File: src/rtl/autopoll_pkg.sv
package autopoll_pkg;
  localparam logic [3:0] TALK_R0_NIB = 4'hC;

  function automatic logic is_talk_r0(input logic [3:0] low_nib);
    return low_nib == TALK_R0_NIB;
  endfunction
endpackage

File: src/rtl/apsel_track.sv
module apsel_track
  import autopoll_pkg::*;
#(
  parameter int ADDR_W = 4,
  localparam int CMD_W = ADDR_W + 4
) (
  input  logic             clk_i,
  input  logic             rst_ni,
  input  logic             sent_valid_i,
  input  logic [CMD_W-1:0] sent_cmd_i,
  output logic [CMD_W-1:0] last_cmd_o,
  output logic [CMD_W-1:0] last_poll_o
);
  always_ff @(posedge clk_i or negedge rst_ni) begin
    if (!rst_ni) begin
      last_cmd_o  <= '0;
      last_poll_o <= {{ADDR_W{1'b0}}, TALK_R0_NIB};
    end else if (sent_valid_i) begin
      last_cmd_o <= sent_cmd_i;
      if (is_talk_r0(sent_cmd_i[3:0])) last_poll_o <= sent_cmd_i;
    end
  end
endmodule

File: src/rtl/apsel_find.sv
module apsel_find #(
  parameter int ADDR_W = 4,
  localparam int NDEV = 1 << ADDR_W
) (
  input  logic [NDEV-1:0]   mask_i,
  input  logic [ADDR_W-1:0] cur_i,
  output logic [ADDR_W-1:0] next_o
);
  logic [NDEV-1:0] above;

  for (genvar g = 0; g < NDEV; g++) begin : g_above
    assign above[g] = mask_i[g] && (g > int'(cur_i));
  end

  function automatic logic [ADDR_W-1:0] lowest(input logic [NDEV-1:0] v);
    logic [ADDR_W-1:0] idx;
    idx = '0;
    for (int i = NDEV - 1; i >= 0; i--) begin
      if (v[i]) idx = ADDR_W'(i);
    end
    return idx;
  endfunction

  always_comb begin
    if (|above) next_o = lowest(above);
    else        next_o = lowest(mask_i);
  end
endmodule

File: src/rtl/autopoll_sel.sv
module autopoll_sel
  import autopoll_pkg::*;
#(
  parameter int ADDR_W = 4,
  localparam int NDEV  = 1 << ADDR_W,
  localparam int CMD_W = ADDR_W + 4
) (
  input  logic             clk_i,
  input  logic             rst_ni,
  input  logic             eval_i,
  input  logic [NDEV-1:0]  mask_i,
  input  logic             srq_i,
  input  logic             sent_valid_i,
  input  logic [CMD_W-1:0] sent_cmd_i,
  output logic             poll_valid_o,
  output logic [CMD_W-1:0] poll_cmd_o
);
  logic [CMD_W-1:0]  last_cmd_q, last_poll_q;
  logic [NDEV-1:0]   masked;
  logic [ADDR_W-1:0] cur_addr, next_addr, sel_addr;
  logic [CMD_W-1:0]  cand_cmd;
  logic              must_move, fire;

  apsel_track #(.ADDR_W(ADDR_W)) u_track (
    .clk_i       (clk_i),
    .rst_ni      (rst_ni),
    .sent_valid_i(sent_valid_i),
    .sent_cmd_i  (sent_cmd_i),
    .last_cmd_o  (last_cmd_q),
    .last_poll_o (last_poll_q)
  );

  // address 0 is reserved and never polled
  assign masked   = mask_i & ~NDEV'(1);
  assign cur_addr = last_poll_q[CMD_W-1:4];

  apsel_find #(.ADDR_W(ADDR_W)) u_find (
    .mask_i(masked),
    .cur_i (cur_addr),
    .next_o(next_addr)
  );

  assign must_move = (srq_i && (last_cmd_q == last_poll_q)) || !masked[cur_addr];
  assign sel_addr  = must_move ? next_addr : cur_addr;
  assign cand_cmd  = {sel_addr, TALK_R0_NIB};
  // transceiver already repeats an identical command while idle
  assign fire      = eval_i && (|masked) && (cand_cmd != last_cmd_q);

  always_ff @(posedge clk_i or negedge rst_ni) begin
    if (!rst_ni) begin
      poll_valid_o <= 1'b0;
      poll_cmd_o   <= '0;
    end else begin
      poll_valid_o <= fire;
      if (fire) poll_cmd_o <= cand_cmd;
    end
  end
endmodule

File: config.mk
export PLATFORM = sky130hd
export DESIGN_NAME = autopoll_sel
export DESIGN_NICKNAME = d
export VERILOG_FILES = /design/src/rtl/autopoll_pkg.sv /design/src/rtl/apsel_track.sv /design/src/rtl/apsel_find.sv /design/src/rtl/autopoll_sel.sv
export SDC_FILE = /design/constraint.sdc
export NUM_CORES = 1
export LEC_CHECK = 0
export BUFFER_PORTS_ARGS = -buffer_cell sky130_fd_sc_hd__buf_2
export CAP_MARGIN = 20
export CORE_ASPECT_RATIO = 1.2
export CORE_MARGIN = 2
export CORE_UTILIZATION = 55
export CTS_CLUSTER_SIZE = 30
export DETAILED_ROUTE_END_ITERATION = 10
export HOLD_SLACK_MARGIN = 0.06
export PLACE_DENSITY = 0.8
export SLEW_MARGIN = 5
export SYNTH_ARGS = -nofsm -noshare
export SYNTH_HDL_FRONTEND = slang
export SYNTH_SLANG_ARGS = --single-unit
export TNS_END_PERCENT = 30
File: constraint.sdc
create_clock -name clk_i -period 3.25 [get_ports clk_i]
set_input_delay 0.65 -clock clk_i [delete_from_list [all_inputs] [get_ports clk_i]]
set_output_delay 0.65 -clock clk_i [all_outputs]
set_load 0.03 [all_outputs]
# == Word-level counts from Yosys, hierarchy flattened ==
# Cells that the tools add are included.
# classes
n_lt_le_gt_ge,16
eq_ne,3
muxes,34
n_reduce_logical,23
# ops
op,n
two-way mux 4 bit,32
"> comparator 4 bit, first input constant",8
OR reduction 15 bit,2
logical AND 1 bit,18
"> comparator 3 x 4 -> 1 bit, first input constant",4
== test 8 bit,1
"> comparator 2 x 4 -> 1 bit, first input constant",2
inequality test 8 bit,1
"< comparator 4 x 5 -> 1 bit, second input constant",1
binary-select mux 1 bit (select 4 bit),1
"== test 4 bit, second input constant",1
"> comparator 1 x 4 -> 1 bit, first input constant",1
AND reduction 2 bit,1
zero test 1 bit,1
logical OR 1 bit,1
two-way mux 1 bit,1
# word_totals
register_bits,23
input_bits,29
out_inout_bits,9
wordCells,80

# == Logic depth before layout (Yosys ltp) ==
# Gate-level depths: netlist of run 1.
# logic_depth
ltp_word,21
depth_mapped,12
ltp_nobuf,9

# == Modules after synthesis ==
# Synthesis of run 1 repeated with hierarchy kept, for this count alone.
# unflattened
hier_cells,234
hier_area_um2,2073.2
# by_module_without_submodules
mod,n_inst,cells_per_inst,area_each_um2
autopoll_sel,1,102,884.6
apsel_track,1,36,611.8
apsel_find,1,96,576.8

# == Worst setup path after synthesis of run 1 ==
# Ideal clock, no wire load.
# synth_timing
kind,input port to flip-flop
startpoint,input mask_i[3]
endpoint,register poll_cmd_o[5]
setup_time_ns,0.125
arrival_ns,2.899
slack_ns,0.226
stages,10
n_path_buf,1
cell_sequence,buf_6 mux2i_1 mux4_2 a31o_1 a221oi_4 mux2i_1 xnor2_1 nor3_1 a31o_4 mux2_4
# synth_between
elab_chain_cells,8
word_cells_on_any_way,18
# synth_lines
item,line,source
start: declaration,autopoll_sel.sv:11,"input logic [NDEV-1:0] mask_i,"
branches (longest 8 deep; another with inequality test 8 bit),--,
end signal: assignment,autopoll_sel.sv:55,if (fire) poll_cmd_o <= cand_cmd;
end: declaration,autopoll_sel.sv:16,output logic [CMD_W-1:0] poll_cmd_o
# Several ways; the timed one is not identified. The select of a mux whose other input is x is not followed.
# A chain may end at the register's enable or synchronous reset.

# == Worst setup path after layout of run 1 ==
# layout_timing
startpoint,register u_track.last_poll_o[6]
endpoint,register poll_cmd_o[7]
# layout_between
elab_chain_cells,21
word_cells_on_any_way,56
# layout_lines
item,line,source
start: declaration,apsel_track.sv:12,output logic [CMD_W-1:0] last_poll_o
start signal: assignment,apsel_track.sv:17,"last_poll_o <= {{ADDR_W{1'b0}}, TALK_R0_NIB};"
start signal: assignment,apsel_track.sv:20,if (is_talk_r0(sent_cmd_i[3:0])) last_poll_o <= sent_cmd_i;
> comparator 4 bit,apsel_find.sv:12,assign above[g] = mask_i[g] && (g > int'(cur_i));
logical AND 1 bit,apsel_find.sv:12,
two-way mux 4 bit (15 in a row),apsel_find.sv:19,if (v[i]) idx = ADDR_W'(i);
two-way mux 4 bit,apsel_find.sv:25,if (|above) next_o = lowest(above);
two-way mux 4 bit (*),autopoll_sel.sv:44,assign sel_addr = must_move ? next_addr : cur_addr;
inequality test 8 bit,autopoll_sel.sv:47,assign fire = eval_i && (|masked) && (cand_cmd != last_cmd_q);
logical AND 1 bit,autopoll_sel.sv:47,
# Mark *: on every way between the ends. The rest lies on a longest branch, timed or not. The select of a mux whose other input is x is not followed.

==> results of run 1 <==
stage by stage:
stage	hold slack, ps	power (mW)	setup WS, ps	std cells
2_1_floorplan	354.4	0.8869	226.0	206
3_3_place_gp	469.5	1.057	30.88	286
3_5_place_dp	471.2	1.071	-44.81	286
4_1_cts	344.2	1.242	20.98	289
5_1_grt	372.0	1.328	12.21	289
6_report	332.8	1.240	194.7	289
kinds of logic (layout without fill, tap and decap cells):
logic type	after synthesis	in the layout	share of synthesized area
other	1	2	0.001945
XOR/XNOR	10	10	0.04542
multiplexers	22	22	0.1460
flip-flops	22	22	0.2868
buffers and inverters	26	72	0.08695
adder cells (fa/ha/maj)	1	1	0.005192
AND/OR/NAND/NOR	61	61	0.1739
AO/OA/AOI/OAI	62	62	0.2537
metal layers:
layer | vias up | track usage | share of wire
li1 | 853 | - | -
met1 | 838 | 0.3075 | 0.40
met2 | 59 | 0.4347 | 0.52
met3 | 11 | 0.02052 | 0.048
met4 | 0 | 0.1308 | 0.028
met5 | - | 0 | 0
cell type report:
type | count | area, sq um | share of cell area
multi-input cells | 158 | 1217 | 0.5406
repair buffers | 58 | 350.3 | 0.1556
well taps | 37 | 46.29 | 0.02056
inverters | 11 | 41.29 | 0.01833
clock buffers | 3 | 41.29 | 0.01833
flip-flops and latches | 22 | 555.5 | 0.2467
sequential cells by signal, indices dropped and copies added (netlist names):
register	flops
u_track.last_cmd_o	8
u_track.last_poll_o	8
poll_cmd_o	5
poll_valid_o	1
Yosys cell counts (6+ instances only):
cell / instances / area share
a21oi_1: 7 / 0.018
buf_6: 6 / 0.035
dfrtp_1: 20 / 0.26
inv_1: 10 / 0.019
mux2_2: 9 / 0.053
mux2i_1: 8 / 0.042
nand2_1: 12 / 0.023
nand2b_1: 7 / 0.023
nor2_1: 12 / 0.023
o21ai_0: 11 / 0.029
worst max path at each step:
stage / startpoint / to / cells after the start
2_1_floorplan: mask_i[3] / poll_cmd_o[5] / 10
3_3_place_gp: mask_i[4] / poll_cmd_o[5] / 10
3_5_place_dp: mask_i[1] / poll_cmd_o[5] / 10
4_1_cts: u_track.last_poll_o[5] / poll_cmd_o[7] / 9
5_1_grt: u_track.last_poll_o[6] / poll_cmd_o[7] / 9
6_report: u_track.last_poll_o[6] / poll_cmd_o[7] / 9
critical path, cell delays in order (launching register included):
cell and delay, ps:
dfrtp_2 490, mux2i_1 150, mux4_2 530, a31o_1 240, a221oi_4 370, mux2i_1 330
xnor2_1 110, nor3_1 210, a31o_4 220, mux2_4 300
power groups by stage:
stage | registers [mW] | logic, mW | clock network, mW
floorplan | 0.410 | 0.477 | 0
global placement | 0.393 | 0.663 | 0
detailed placement | 0.396 | 0.676 | 0
CTS | 0.390 | 0.683 | 0.169
global route | 0.402 | 0.750 | 0.176
finish | 0.392 | 0.686 | 0.162
timing repair:
item                                   CTS  global route
endpoints found under the hold margin    0             0
setup endpoints to repair                0             6
resized for setup                        0             3
==> results.sh, run 1 <==
export IMPL_worstMarginPinSlew_ps=541.2
export IMPL_via_count=1761
export IMPL_fill_cells=294
export IMPL_dp_hpwl_um=3596
export IMPL_fin_util=0.6747
export IMPL_pwr_share_comb=0.553
export IMPL_rsz0062_at_grt="no"
export IMPL_layout_commonest_cell="buf_2"
export IMPL_worstPathArrival_ps=3200
export IMPL_synthFlopType="dfrtp_1"
export IMPL_dieArea_sq_um=3997
export IMPL_cellPowerDensity_nw_per_um2=550.7
export IMPL_critPathMaxFanout=9
export IMPL_synth_warnings=0
export IMPL_grt_pass1_vias=1734
export IMPL_syn_avg_cell_area_sq_um=9.405
export IMPL_cts_max_level=1
export IMPL_fp_coreArea_sq_um=3338
export IMPL_drc_errors=0
export IMPL_grt_start_max_net_pins=23
export IMPL_numPortBuffers=34
export IMPL_end_kind="register"
export IMPL_gr_total_overflow=0
export IMPL_fin_crit_ps=3055
export IMPL_postCtsSetupBuffers=0
export IMPL_area_growth_pct=16.81
export IMPL_outcome="finished clean"
export IMPL_place_area_sq_um=2202
export IMPL_pwr_share_clk=0.131
export IMPL_synth_edf_count=0
export IMPL_hold_viol_final=0
export IMPL_total_switching_power_uw=495.3
export IMPL_rows=23
export IMPL_cap_violations=0
export IMPL_die_height_um=68.86
export IMPL_cp_required_ps=3400
export IMPL_drt_iter0_markers=148
export IMPL_max_freq_mhz=327.3
export IMPL_ant_nets=0
export IMPL_finClkSkew_ps=4.078
export IMPL_hold_path_class="in -> async"
export IMPL_cts_sinks=22
export IMPL_fin_area_sq_um=2252
export IMPL_cts_made_buffers=3
export IMPL_clkTransAtPathRegs_ps=70
export IMPL_ios=38
export IMPL_cts_hold_buf=0
export IMPL_async_reset_ff_frac=1.000
export IMPL_gp_congestion=0.8877
export IMPL_clock_path_buffers=2
export IMPL_antenna_cells=0
export IMPL_syn_inst=205
export IMPL_via_per_inst=6.093
export IMPL_seq_area_frac_synth=0.2868
export IMPL_reg2reg_depth=9
export IMPL_yosysUniqueCellTypes=67
export IMPL_internal_power_uw=745.0
export IMPL_dr_pass1_iters=4
export IMPL_finalSetupTns_ps=0
export IMPL_drive_gt1_frac=0.3730
export IMPL_wl_per_cell_um=15.52
export IMPL_max_vdd_ir_drop_mv=0.4379
export IMPL_final_cell_mix="34 x buf_2, 24 x buf_4, 18 x dfrtp_1"
export IMPL_synthesis_area_sq_um=1928
export IMPL_swShare=0.3994
export IMPL_grt_total_usage=0.2490
export IMPL_rr_startpoint="u_track.last_poll_o[6]"
export IMPL_grt_pass1_wl_um=7686
export IMPL_clk_latency_ps=260
export IMPL_die_w_um=58.05
export IMPL_cts_root_buf="clkbuf_8"
export IMPL_start_kind="register"
export IMPL_r2r_end="poll_cmd_o[7]"
export IMPL_seqPwrFrac=0.316
export IMPL_post_route_period_util=0.9401
export IMPL_r2r_setup_slack_ps=190
export IMPL_relSlewSlack=0.6359
export IMPL_finalNetCount=283
export IMPL_start_util=0.5776
export IMPL_antenna_found_initial=0
export IMPL_leakagePower_nw=0.9808
export IMPL_cts_tree="done"
export IMPL_drt_wl_total_um=4485
export IMPL_finalMaxSlewViolations=0
export IMPL_synth_seq_cells=22
export IMPL_critPathKind="reg -> reg"
export IMPL_setup_viol=0
(Power assumes the default switching activity.)
==> inputs of run 2 (changes only) <==
--- a/config.mk
+++ b/config.mk
@@ -5,6 +5,7 @@
 export SDC_FILE = /design/constraint.sdc
 export NUM_CORES = 1
 export LEC_CHECK = 0
+export ABC_AREA = 1
 export BUFFER_PORTS_ARGS = -buffer_cell sky130_fd_sc_hd__buf_2
 export CAP_MARGIN = 20
 export CORE_ASPECT_RATIO = 1.2
==> results.sh, run 2 <==
export IMPL_rows=23
export IMPL_synth_top_area_frac=0.2621
export IMPL_fin_crit_ps=2569
export IMPL_fp_coreArea_sq_um=3338
export IMPL_pwr_share_clk=0.140
export IMPL_critPathMaxFanout=16
export IMPL_dieArea_sq_um=3961
export IMPL_rsz0062_at_grt="no"
export IMPL_cellPowerDensity_nw_per_um2=554.7
export IMPL_gp_congestion=0.9158
export IMPL_fill_cells=323
export IMPL_finalMaxSlewViolations=0
export IMPL_clkTransAtPathRegs_ps=70
export IMPL_cp_required_ps=3450
export IMPL_cp_top_family="simple AND/OR/NAND/NOR gates"
export IMPL_drive_gt1_frac=0.2603
export IMPL_setup_viol=0
export IMPL_cts_root_buf="clkbuf_8"
export IMPL_synthFlopType="dfrtp_1"
export IMPL_gr_total_overflow=0
export IMPL_end_kind="register"
export IMPL_max_vdd_ir_drop_mv=0.4106
export IMPL_cap_violations=0
export IMPL_hold_viol_final=0
export IMPL_top_regs="u_track.last_cmd_o x8, u_track.last_poll_o x8, poll_cmd_o x5"
export IMPL_synth_edf_count=0
export IMPL_multi_input_area_sq_um=1091
export IMPL_die_height_um=68.54
export IMPL_seqCellArea_sq_um=553.0
export IMPL_via_count=1906
export IMPL_yosysUniqueCellTypes=36
export IMPL_start_util=0.5720
export IMPL_synthesis_area_sq_um=1909
export IMPL_finClkSkew_ps=0.8553
export IMPL_max_freq_mhz=389.2
export IMPL_post_route_period_util=0.7906
export IMPL_ant_nets=0
export IMPL_critPathBufInv=1
export IMPL_synth_most_common_cell="nand2_1"
export IMPL_seqPwrFrac=0.355
export IMPL_clock_path_buffers=2
export IMPL_syn_avg_cell_area_sq_um=6.676
export IMPL_internal_power_uw=616.7
export IMPL_grt_pass1_wl_um=7527
export IMPL_seq_area_frac_synth=0.2896
export IMPL_drt_wl_total_um=4401
export IMPL_pwr_share_comb=0.505
export IMPL_p_total_mw=1.160
export IMPL_final_cell_mix="85 x nand2_1, 34 x inv_1, 34 x buf_2"
export IMPL_grt_start_max_net_pins=23
export IMPL_worstMarginPinSlew_ps=606.8
export IMPL_cts_sinks=22
export IMPL_syn_inst=286
export IMPL_area_growth_pct=9.568
export IMPL_cp_slowest_stage_delay_ps=730
export IMPL_worst_path_most_repeated_cell="nand2_1"
export IMPL_drt_iter0_markers=79
export IMPL_postCtsSetupBuffers=0
export IMPL_swShare=0.4686
export IMPL_outcome="finished clean"
export IMPL_synth_area_leaders="dfrtp_1 26%, nand2_1 17%, inv_1 6.7%, nand3_1 6.0%, o21ai_0 5.0%"
export IMPL_finalSetupTns_ps=0
export IMPL_cpMaxStageDelayCell="dfrtp_1"
export IMPL_relSlewSlack=0.5936
export IMPL_antenna_found_initial=0
export IMPL_grt_total_usage=0.2448
export IMPL_ios=38
export IMPL_synth_seq_cells=22
export IMPL_synth_warnings=0
export IMPL_worstPathArrival_ps=2770
export IMPL_finalNetCount=346
export IMPL_async_reset_ff_frac=1.000
export IMPL_critPathKind="reg -> reg"
export IMPL_layout_commonest_cell="nand2_1"
export IMPL_numPortBuffers=34
export IMPL_clk_latency_ps=260
export IMPL_hold_path_class="in -> async"
export IMPL_cts_max_level=1
export IMPL_synth_common_cells="85 x nand2_1, 34 x inv_1, 23 x nand3_1"
export IMPL_crit_path_cell_trace="inv_4, nor3_1, nand3b_1, nand2_1, nor3_2, nand2_1, nand2_1, nand2_1, nand2_1, nand3_1, nor2_1, nand2_1, nor2_4, nand3_4, nand2_4, nand2_1, nand2_1"
export IMPL_cts_tree="done"
export IMPL_cts_made_buffers=3
export IMPL_total_switching_power_uw=543.7
export IMPL_dr_pass1_iters=4
export IMPL_drc_errors=0
export IMPL_antenna_cells=0
export IMPL_via_per_inst=5.415
export IMPL_synth_top_area_cell="dfrtp_1"
export IMPL_wl_per_cell_um=12.50
export IMPL_post_cts_resized=0
export IMPL_die_w_um=57.79
export IMPL_cts_hold_buf=0
export IMPL_dp_hpwl_um=3575
export IMPL_grt_pass1_vias=1853
export IMPL_leakagePower_nw=1.119
export IMPL_start_kind="register"
run 2: stage by stage:
stage / hold slack, ps / utilization / setup slack [ps] / cells / instance area [sq um]
final: 336.1 / 0.6267 / 680.5 / 352 / 2092
after global routing: 368.8 / 0.6267 / 340.6 / 352 / 2092
after CTS: 353.6 / 0.6267 / 671.9 / 352 / 2092
after detailed placement: 461.1 / 0.6143 / 650.9 / 349 / 2051
after global placement: 450.8 / 0.6143 / 703.2 / 349 / 2051
after floorplan: 354.4 / - / 1100 / 287 / 1913
run 2: power by group through the flow:
| stage | clock (mW) | combinational [mW] | sequential, mW |
|---|---|---|---|
| floorplan | 0 | 0.480 | 0.409 |
| global placement | 0 | 0.576 | 0.413 |
| detailed placement | 0 | 0.586 | 0.417 |
| CTS | 0.169 | 0.590 | 0.412 |
| global route | 0.175 | 0.663 | 0.423 |
| finish | 0.162 | 0.586 | 0.412 |
run 2: layout make-up:
cell class | instances | share of cell area
multi-input cells | 209 | 0.5215
repair buffers | 35 | 0.08493
clock buffers | 3 | 0.01974
flip-flops and latches | 22 | 0.2644
well taps | 37 | 0.02213
inverters | 46 | 0.08732
run 2: logic make-up (layout without fill, tap and decap cells):
kind of cell	Yosys count	after routing	synth area share
other	1	2	0.001964
AOI/OAI and AO/OA	49	49	0.1560
xor gates and xnor gates	1	1	0.004588
DFF	22	22	0.2896
buffers and inverters	56	84	0.1409
and+or+nand+nor	157	157	0.4069
run 2: worst paths after layout:
kind	startpoint	endpoint	depth (start not counted)	slack, ps
worst max-delay path	u_track.last_poll_o[4]	poll_cmd_o[5]	17	680
worst min-delay path	rst_ni	poll_valid_o	1	340
worst max register to register	u_track.last_poll_o[4]	poll_cmd_o[5]	17	680
worst min register to register	poll_cmd_o[7]	poll_cmd_o[7]	2	480
max in group asynchronous	rst_ni	u_track.last_poll_o[3]	1	2560
min in group clk_i	poll_cmd_o[7]	poll_cmd_o[7]	2	480
run 2: metal layers:
metal,vias up,GRT usage,part of all wire
met1,862,0.2813,0.42
met3,9,0.02799,0.057
met4,0,0.1076,0.019
met5,-,0,0
li1,977,-,-
met2,58,0.4574,0.50
